**src/rtl/halt_ctx_pkg.sv**
```systemverilog
package halt_ctx_pkg;

  localparam int XLEN      = 32;
  localparam int CODE_W    = 6;
  localparam int MODE_W    = 3;
  localparam int MODE_LSB  = 24;
  localparam int IS_BIT    = 26;
  localparam int MAP_BIT   = 15;
  localparam int BAD_BIT   = 14;
  localparam int CODE_LSB  = 8;

  localparam logic [XLEN-1:0] CONSOLE_PSL_BASE = 32'h001F_0000;
  localparam logic [XLEN-1:0] CONSOLE_PC       = 32'h2004_0000;

  typedef enum logic [3:0] {
    ST_IDLE,
    ST_GRAB_SP,
    ST_GRAB_PC,
    ST_GRAB_PSL,
    ST_SAVE,
    ST_PSL_BASE,
    ST_MAP_OFF,
    ST_PSL_IS,
    ST_LOAD_PC,
    ST_FETCH_ISP,
    ST_LOAD_SP,
    ST_FINISH
  } seq_state_e;

  function automatic logic [XLEN-1:0] pack_save_word(
    input logic [XLEN-1:0]   psl,
    input logic              map_en,
    input logic              bad_mode,
    input logic [CODE_W-1:0] code
  );
    logic [XLEN-1:0] w;
    w = psl;
    w[MAP_BIT:CODE_LSB]                 = '0;
    w[MAP_BIT]                          = map_en;
    w[BAD_BIT]                          = bad_mode;
    w[CODE_LSB +: CODE_W]               = code;
    return w;
  endfunction

endpackage

```
**src/rtl/halt_seq_ctrl.sv**
```systemverilog
module halt_seq_ctrl
  import halt_ctx_pkg::*;
(
  input  logic       clk,
  input  logic       rst,
  input  logic       req_i,
  output seq_state_e state_q,
  output logic       accept_o
);

  seq_state_e state_d;

  assign accept_o = (state_q == ST_IDLE) && req_i;

  always_comb begin
    state_d = state_q;
    unique case (state_q)
      ST_IDLE:      if (req_i) state_d = ST_GRAB_SP;
      ST_GRAB_SP:   state_d = ST_GRAB_PC;
      ST_GRAB_PC:   state_d = ST_GRAB_PSL;
      ST_GRAB_PSL:  state_d = ST_SAVE;
      ST_SAVE:      state_d = ST_PSL_BASE;
      ST_PSL_BASE:  state_d = ST_MAP_OFF;
      ST_MAP_OFF:   state_d = ST_PSL_IS;
      ST_PSL_IS:    state_d = ST_LOAD_PC;
      ST_LOAD_PC:   state_d = ST_FETCH_ISP;
      ST_FETCH_ISP: state_d = ST_LOAD_SP;
      ST_LOAD_SP:   state_d = ST_FINISH;
      ST_FINISH:    state_d = ST_IDLE;
      default:      state_d = ST_IDLE;
    endcase
  end

  always_ff @(posedge clk) begin
    if (rst) state_q <= ST_IDLE;
    else     state_q <= state_d;
  end

endmodule

```
**src/rtl/halt_ctx_capture.sv**
```systemverilog
module halt_ctx_capture
  import halt_ctx_pkg::*;
#(
  parameter int NSLOT = 5
)(
  input  logic              clk,
  input  logic              rst,
  input  seq_state_e        state_q,
  input  logic              accept_i,
  input  logic [CODE_W-1:0] code_i,
  input  logic [XLEN-1:0]   pc_i,
  input  logic [XLEN-1:0]   psl_i,
  input  logic [XLEN-1:0]   sp_i,
  input  logic              map_en_i,
  input  logic [XLEN-1:0]   isp_i,
  output logic [XLEN-1:0]   pc_q,
  output logic [XLEN-1:0]   sp_q,
  output logic [XLEN-1:0]   save_word_q,
  output logic [MODE_W-1:0] mode_q,
  output logic              bad_q,
  output logic [XLEN-1:0]   isp_q,
  output logic [XLEN-1:0]   psl_new_q
);

  logic [CODE_W-1:0] code_q;
  logic [MODE_W-1:0] mode_now;
  logic              bad_now;

  assign mode_now = psl_i[MODE_LSB +: MODE_W];
  assign bad_now  = (int'(mode_now) >= NSLOT);

  always_ff @(posedge clk) begin
    if (rst) begin
      code_q      <= '0;
      pc_q        <= '0;
      sp_q        <= '0;
      save_word_q <= '0;
      mode_q      <= '0;
      bad_q       <= 1'b0;
      isp_q       <= '0;
      psl_new_q   <= '0;
    end else begin
      if (accept_i)                  code_q <= code_i;
      if (state_q == ST_GRAB_SP)     sp_q   <= sp_i;
      if (state_q == ST_GRAB_PC)     pc_q   <= pc_i;
      if (state_q == ST_GRAB_PSL) begin
        mode_q      <= mode_now;
        bad_q       <= bad_now;
        save_word_q <= pack_save_word(psl_i, map_en_i, bad_now, code_q);
      end
      if (state_q == ST_SAVE)        psl_new_q <= CONSOLE_PSL_BASE;
      if (state_q == ST_MAP_OFF)     psl_new_q[IS_BIT] <= 1'b1;
      if (state_q == ST_FETCH_ISP)   isp_q  <= isp_i;
    end
  end

endmodule

```
**src/rtl/halt_slot_router.sv**
```systemverilog
module halt_slot_router
  import halt_ctx_pkg::*;
#(
  parameter int NSLOT = 5
)(
  input  logic              save_en_i,
  input  logic              bad_i,
  input  logic [MODE_W-1:0] mode_i,
  output logic [NSLOT-1:0]  slot_we_o
);

  for (genvar i = 0; i < NSLOT; i++) begin : g_slot
    assign slot_we_o[i] = save_en_i && !bad_i && (mode_i == MODE_W'(i));
  end

endmodule

```
**src/rtl/halt_ctx_seq.sv**
```systemverilog
module halt_ctx_seq
  import halt_ctx_pkg::*;
#(
  parameter int NSLOT = 5
)(
  input  logic              clk,
  input  logic              rst,
  input  logic              halt_req_i,
  input  logic [5:0]        halt_code_i,
  input  logic [31:0]       cur_pc_i,
  input  logic [31:0]       cur_psl_i,
  input  logic [31:0]       cur_sp_i,
  input  logic              cur_map_en_i,
  input  logic [31:0]       isp_i,
  output logic              busy_o,
  output logic              pf_disable_o,
  output logic              decode_hold_o,
  output logic              wbuf_clr_o,
  output logic              save_pc_we_o,
  output logic [31:0]       save_pc_o,
  output logic              save_psl_we_o,
  output logic [31:0]       save_psl_o,
  output logic [NSLOT-1:0]  slot_we_o,
  output logic [31:0]       slot_data_o,
  output logic              psl_we_o,
  output logic [31:0]       psl_o,
  output logic              map_clr_o,
  output logic              pc_we_o,
  output logic [31:0]       pc_o,
  output logic              ib_flush_o,
  output logic              sp_we_o,
  output logic [31:0]       sp_o,
  output logic              mm_rearm_o,
  output logic              done_o
);

  localparam int MAX_MODES = 1 << MODE_W;

  seq_state_e        state_q;
  logic              accept;
  logic [XLEN-1:0]   pc_q, sp_q, save_word_q, isp_q, psl_new_q;
  logic [MODE_W-1:0] mode_q;
  logic              bad_q;
  logic              in_save;

  halt_seq_ctrl u_ctrl (
    .clk      (clk),
    .rst      (rst),
    .req_i    (halt_req_i),
    .state_q  (state_q),
    .accept_o (accept)
  );

  halt_ctx_capture #(.NSLOT(NSLOT)) u_cap (
    .clk         (clk),
    .rst         (rst),
    .state_q     (state_q),
    .accept_i    (accept),
    .code_i      (halt_code_i),
    .pc_i        (cur_pc_i),
    .psl_i       (cur_psl_i),
    .sp_i        (cur_sp_i),
    .map_en_i    (cur_map_en_i),
    .isp_i       (isp_i),
    .pc_q        (pc_q),
    .sp_q        (sp_q),
    .save_word_q (save_word_q),
    .mode_q      (mode_q),
    .bad_q       (bad_q),
    .isp_q       (isp_q),
    .psl_new_q   (psl_new_q)
  );

  assign in_save = (state_q == ST_SAVE);

  halt_slot_router #(.NSLOT(NSLOT)) u_route (
    .save_en_i (in_save),
    .bad_i     (bad_q),
    .mode_i    (mode_q),
    .slot_we_o (slot_we_o)
  );

  // All strobes are decodes of the single state register.
  assign busy_o        = (state_q != ST_IDLE);
  assign pf_disable_o  = busy_o;
  assign decode_hold_o = busy_o;
  assign wbuf_clr_o    = (state_q == ST_GRAB_PC);
  assign save_pc_we_o  = in_save;
  assign save_psl_we_o = in_save;
  assign save_pc_o     = pc_q;
  assign save_psl_o    = save_word_q;
  assign slot_data_o   = sp_q;
  assign psl_we_o      = (state_q == ST_PSL_BASE) || (state_q == ST_PSL_IS);
  assign psl_o         = psl_new_q;
  assign map_clr_o     = (state_q == ST_MAP_OFF);
  assign pc_we_o       = (state_q == ST_LOAD_PC);
  assign ib_flush_o    = pc_we_o;
  assign pc_o          = CONSOLE_PC;
  assign sp_we_o       = (state_q == ST_LOAD_SP);
  assign mm_rearm_o    = sp_we_o;
  assign sp_o          = isp_q;
  assign done_o        = (state_q == ST_FINISH);

  initial begin
    if (NSLOT < 1 || NSLOT > MAX_MODES) $error("NSLOT out of range");
  end

endmodule

```
**config.mk**
```make
export PLATFORM = sky130hd
export DESIGN_NAME = halt_ctx_seq
export DESIGN_NICKNAME = d
export VERILOG_FILES = /design/src/rtl/halt_ctx_pkg.sv /design/src/rtl/halt_seq_ctrl.sv /design/src/rtl/halt_ctx_capture.sv /design/src/rtl/halt_slot_router.sv /design/src/rtl/halt_ctx_seq.sv
export SDC_FILE = /design/constraint.sdc
export NUM_CORES = 1
export LEC_CHECK = 0
export ABC_AREA = 1
export BUFFER_PORTS_ARGS = -buffer_cell sky130_fd_sc_hd__buf_2
export CAP_MARGIN = 20
export CORE_AREA = 2 2 133 135
export CTS_CLUSTER_DIAMETER = 80
export DETAILED_ROUTE_END_ITERATION = 16
export DIE_AREA = 0 0 135 137
export GPL_ROUTABILITY_DRIVEN = 0
export PLACE_DENSITY = 0.72
export SYNTH_ARGS = -nofsm -noshare
export SYNTH_HDL_FRONTEND = slang
export SYNTH_SLANG_ARGS = --single-unit
```
**constraint.sdc**
```tcl
create_clock -name clk -period 1.8 [get_ports clk]
set_input_delay 0.36 -clock clk [delete_from_list [all_inputs] [get_ports clk]]
set_output_delay 0.36 -clock clk [all_outputs]
set_load 0.02 [all_outputs]
```
==> summary.txt <==
Status - finished with violations
Violated checks - setup timing
Die area - 18500 um^2
TNS Setup - -0.00957 ns
Total power - 8.61 mW
Crit end category - output port
Wl on met1 - 6460 um
Post-layout util - 0.465
CTS Buffer Depth - 2
Leak - 4.10 nW
Core box area - 17100 um^2
Register area - 2810 um^2
Final worst slack - -0.00588 ns
Count of different cell masters after synthesis - 23
Power density over cell area - 1090 nW/um^2
Fillcell total - 1747
Fin Hold WS - 0.174 ns
RSZ-0062 raised after global routing - yes
Max Used Layer - met5
Final ANT Viol Nets - 0
Final hold vios - 0
Final instance area - 7930 um^2
Remaining DRCs - 0
Dpl cells - 1261
Die width - 135 um
IO Pins - 348
Cell area after placement - 7110 um^2
NumNets Final - 1198
Setup Skew - 0.00972 ns
First DRT Iteration DRCs - 214
Global-route wire length before repair - 23900 um
Final min period - 1.81 ns
Syn. warnings - 0
Layout cells sized above 1 - 0.345
CTS buffer count - 17
Register area share after synthesis - 0.479
Initial core utilization - 0.343
Root buffer cell - clkbuf_16
Peak supply drop - 0.000592 V
Crit start category - flip-flop
Register bit count reported by yosys - 140
Worst skew pair latency - 0.41 ns
CP max FO - 2
Tot GR Track Use - 0.166
IO buf count - 281
Hold/Removal Path Class - in -> reg
WL/cell - 12.5 um
Largest net degree at the start of global routing - 78
Area delta synth->final - 35.6%
Part of the cycle the worst path needs - 1.00
H-tree levels - 4
Final non-filler cell total - 1297
Total grt overflow - 0
Die Height - 137 um
Multi-input gate area - 2350 um^2
Arr. time, crit path - 1.45 ns
Setup violations, final - 2
Syn_area_per_cell - 7.40 um^2
Pre-CTS WS - 0.150 ns
Row Count - 48
Routed wl met3 - 1800 um
Final Max Tran Viols - 0
Initial antenna violation count - 2
WS Path Type - reg -> out
CTS tree - done
Required time of the worst setup path - 1.44 ns
CTS Hold Bufs - 0
Detailed Place HPWL - 11800 um
Detailed Routing Iterations Pass 1 - 4
Clock net sink count - 140
Reg clk slew, reported paths - 0.07 ns
Routed vias/inst - 4.27
Vias in the first global route - 4854
Diode count - 0
Met2 WL - 7660 um
DR vias - 5534
Post-Syn Area - 5850 um^2
Max Freq - 554 MHz
Max-Cap Viols - 0
Cell count after synthesis - 790
DRT Wirelength - 16200 um
-- layout make-up --
cell class	instances	area share
clock buffer	19	0.0571
multi-input combinational	546	0.296
inverter	52	0.0260
sequential	140	0.354
clock inverter	12	0.0204
tap	225	0.0355
timing repair buffer	303	0.211
-- cells by family (layout without fill, tap and decap cells) --
kind of cell,after synthesis,after routing,share of synthesized area
AO/OA/AOI/OAI,102,102,0.0878
buffers and inverters,160,386,0.172
flip-flops,140,140,0.479
other,2,58,0.00128
AND/OR/NAND/NOR,386,386,0.259
-- power by group --
| group | leakage [nW] | internal [mW] | switching, mW | total (mW) |
|---|---|---|---|---|
| Combinational | 2.67 | 0.521 | 1.01 | 1.53 |
| Clock | 0.292 | 2.26 | 1.37 | 3.64 |
| Sequential | 1.14 | 3.33 | 0.114 | 3.45 |
| Total | 4.10 | 6.12 | 2.50 | 8.61 |
-- cells in the final DEF, fill, tap and decap left out, drive strengths merged --
| cell | count |
|---|---|
| conb | 58 |
| buf | 302 |
| nand2 | 98 |
| clkbuf | 20 |
| bufinv | 3 |
| o21ai | 96 |
| o21a | 1 |
| nand3 | 2 |
| clkinvlp | 3 |
| dfxtp | 140 |
| nor2 | 284 |
| inv | 53 |
| a21oi | 5 |
| clkinv | 5 |
| nor3 | 2 |
-- cells in the mapped netlist, drive strengths merged --
| master | count | area share |
|---|---|---|
| a21oi | 5 | 0.0043 |
| o21a | 1 | 0.0013 |
| nor3 | 2 | 0.0017 |
| buf | 100 | 0.13 |
| nand3 | 2 | 0.0017 |
| nor2 | 284 | 0.19 |
| o21ai | 96 | 0.082 |
| conb | 2 | 0.0013 |
| dfxtp | 140 | 0.48 |
| inv | 52 | 0.034 |
| clkbuf | 8 | 0.0056 |
| nand2 | 98 | 0.067 |
-- per-layer routing --
layer  vias up  track usage
li1       2831            -
met1      2438        0.183
met2       238        0.279
met3        23       0.0763
met4         4       0.0625
met5         -            0
-- path summary, 6_finish.rpt --
kind | start | endpoint | slack [ns] | depth (start not counted)
worst max register to register | u_ctrl.state_q[3] | u_cap.sp_q[11] | 0.30 | 7
worst max-delay path | u_ctrl.state_q[2] | slot_we_o[3] | -0.006 | 7
worst min-delay path | halt_code_i[3] | u_cap.code_q[3] | 0.17 | 3
worst min register to register | u_cap.psl_new_q[26] | u_cap.psl_new_q[26] | 0.46 | 2
-- flip-flops by register name, summed over array words and instances (netlist names) --
| name | cells |
|---|---|
| u_cap.isp_q | 32 |
| u_cap.save_word_q | 30 |
| u_cap.pc_q | 32 |
| u_cap.psl_new_q | 2 |
| u_cap.sp_q | 32 |
| u_cap.mode_q | 2 |
| u_cap.code_q | 6 |
| u_ctrl.state_q | 4 |
-- critical path, stage by stage (launching register included) --
cell and delay, ns:
dfxtp_2 0.33, inv_2 0.05, nor2_4 0.09, nand2_2 0.08
nor2_4 0.14, nand2_2 0.08, nor2_2 0.11, buf_6 0.14
-- timing repair --
action	in CTS	in global routing
pin swaps	4	6
resized for setup	17	34
setup endpoints to repair	16	16
cloned	0	0
setup buffers	3	2
Note: power is estimated with default switching activity, not from simulation.
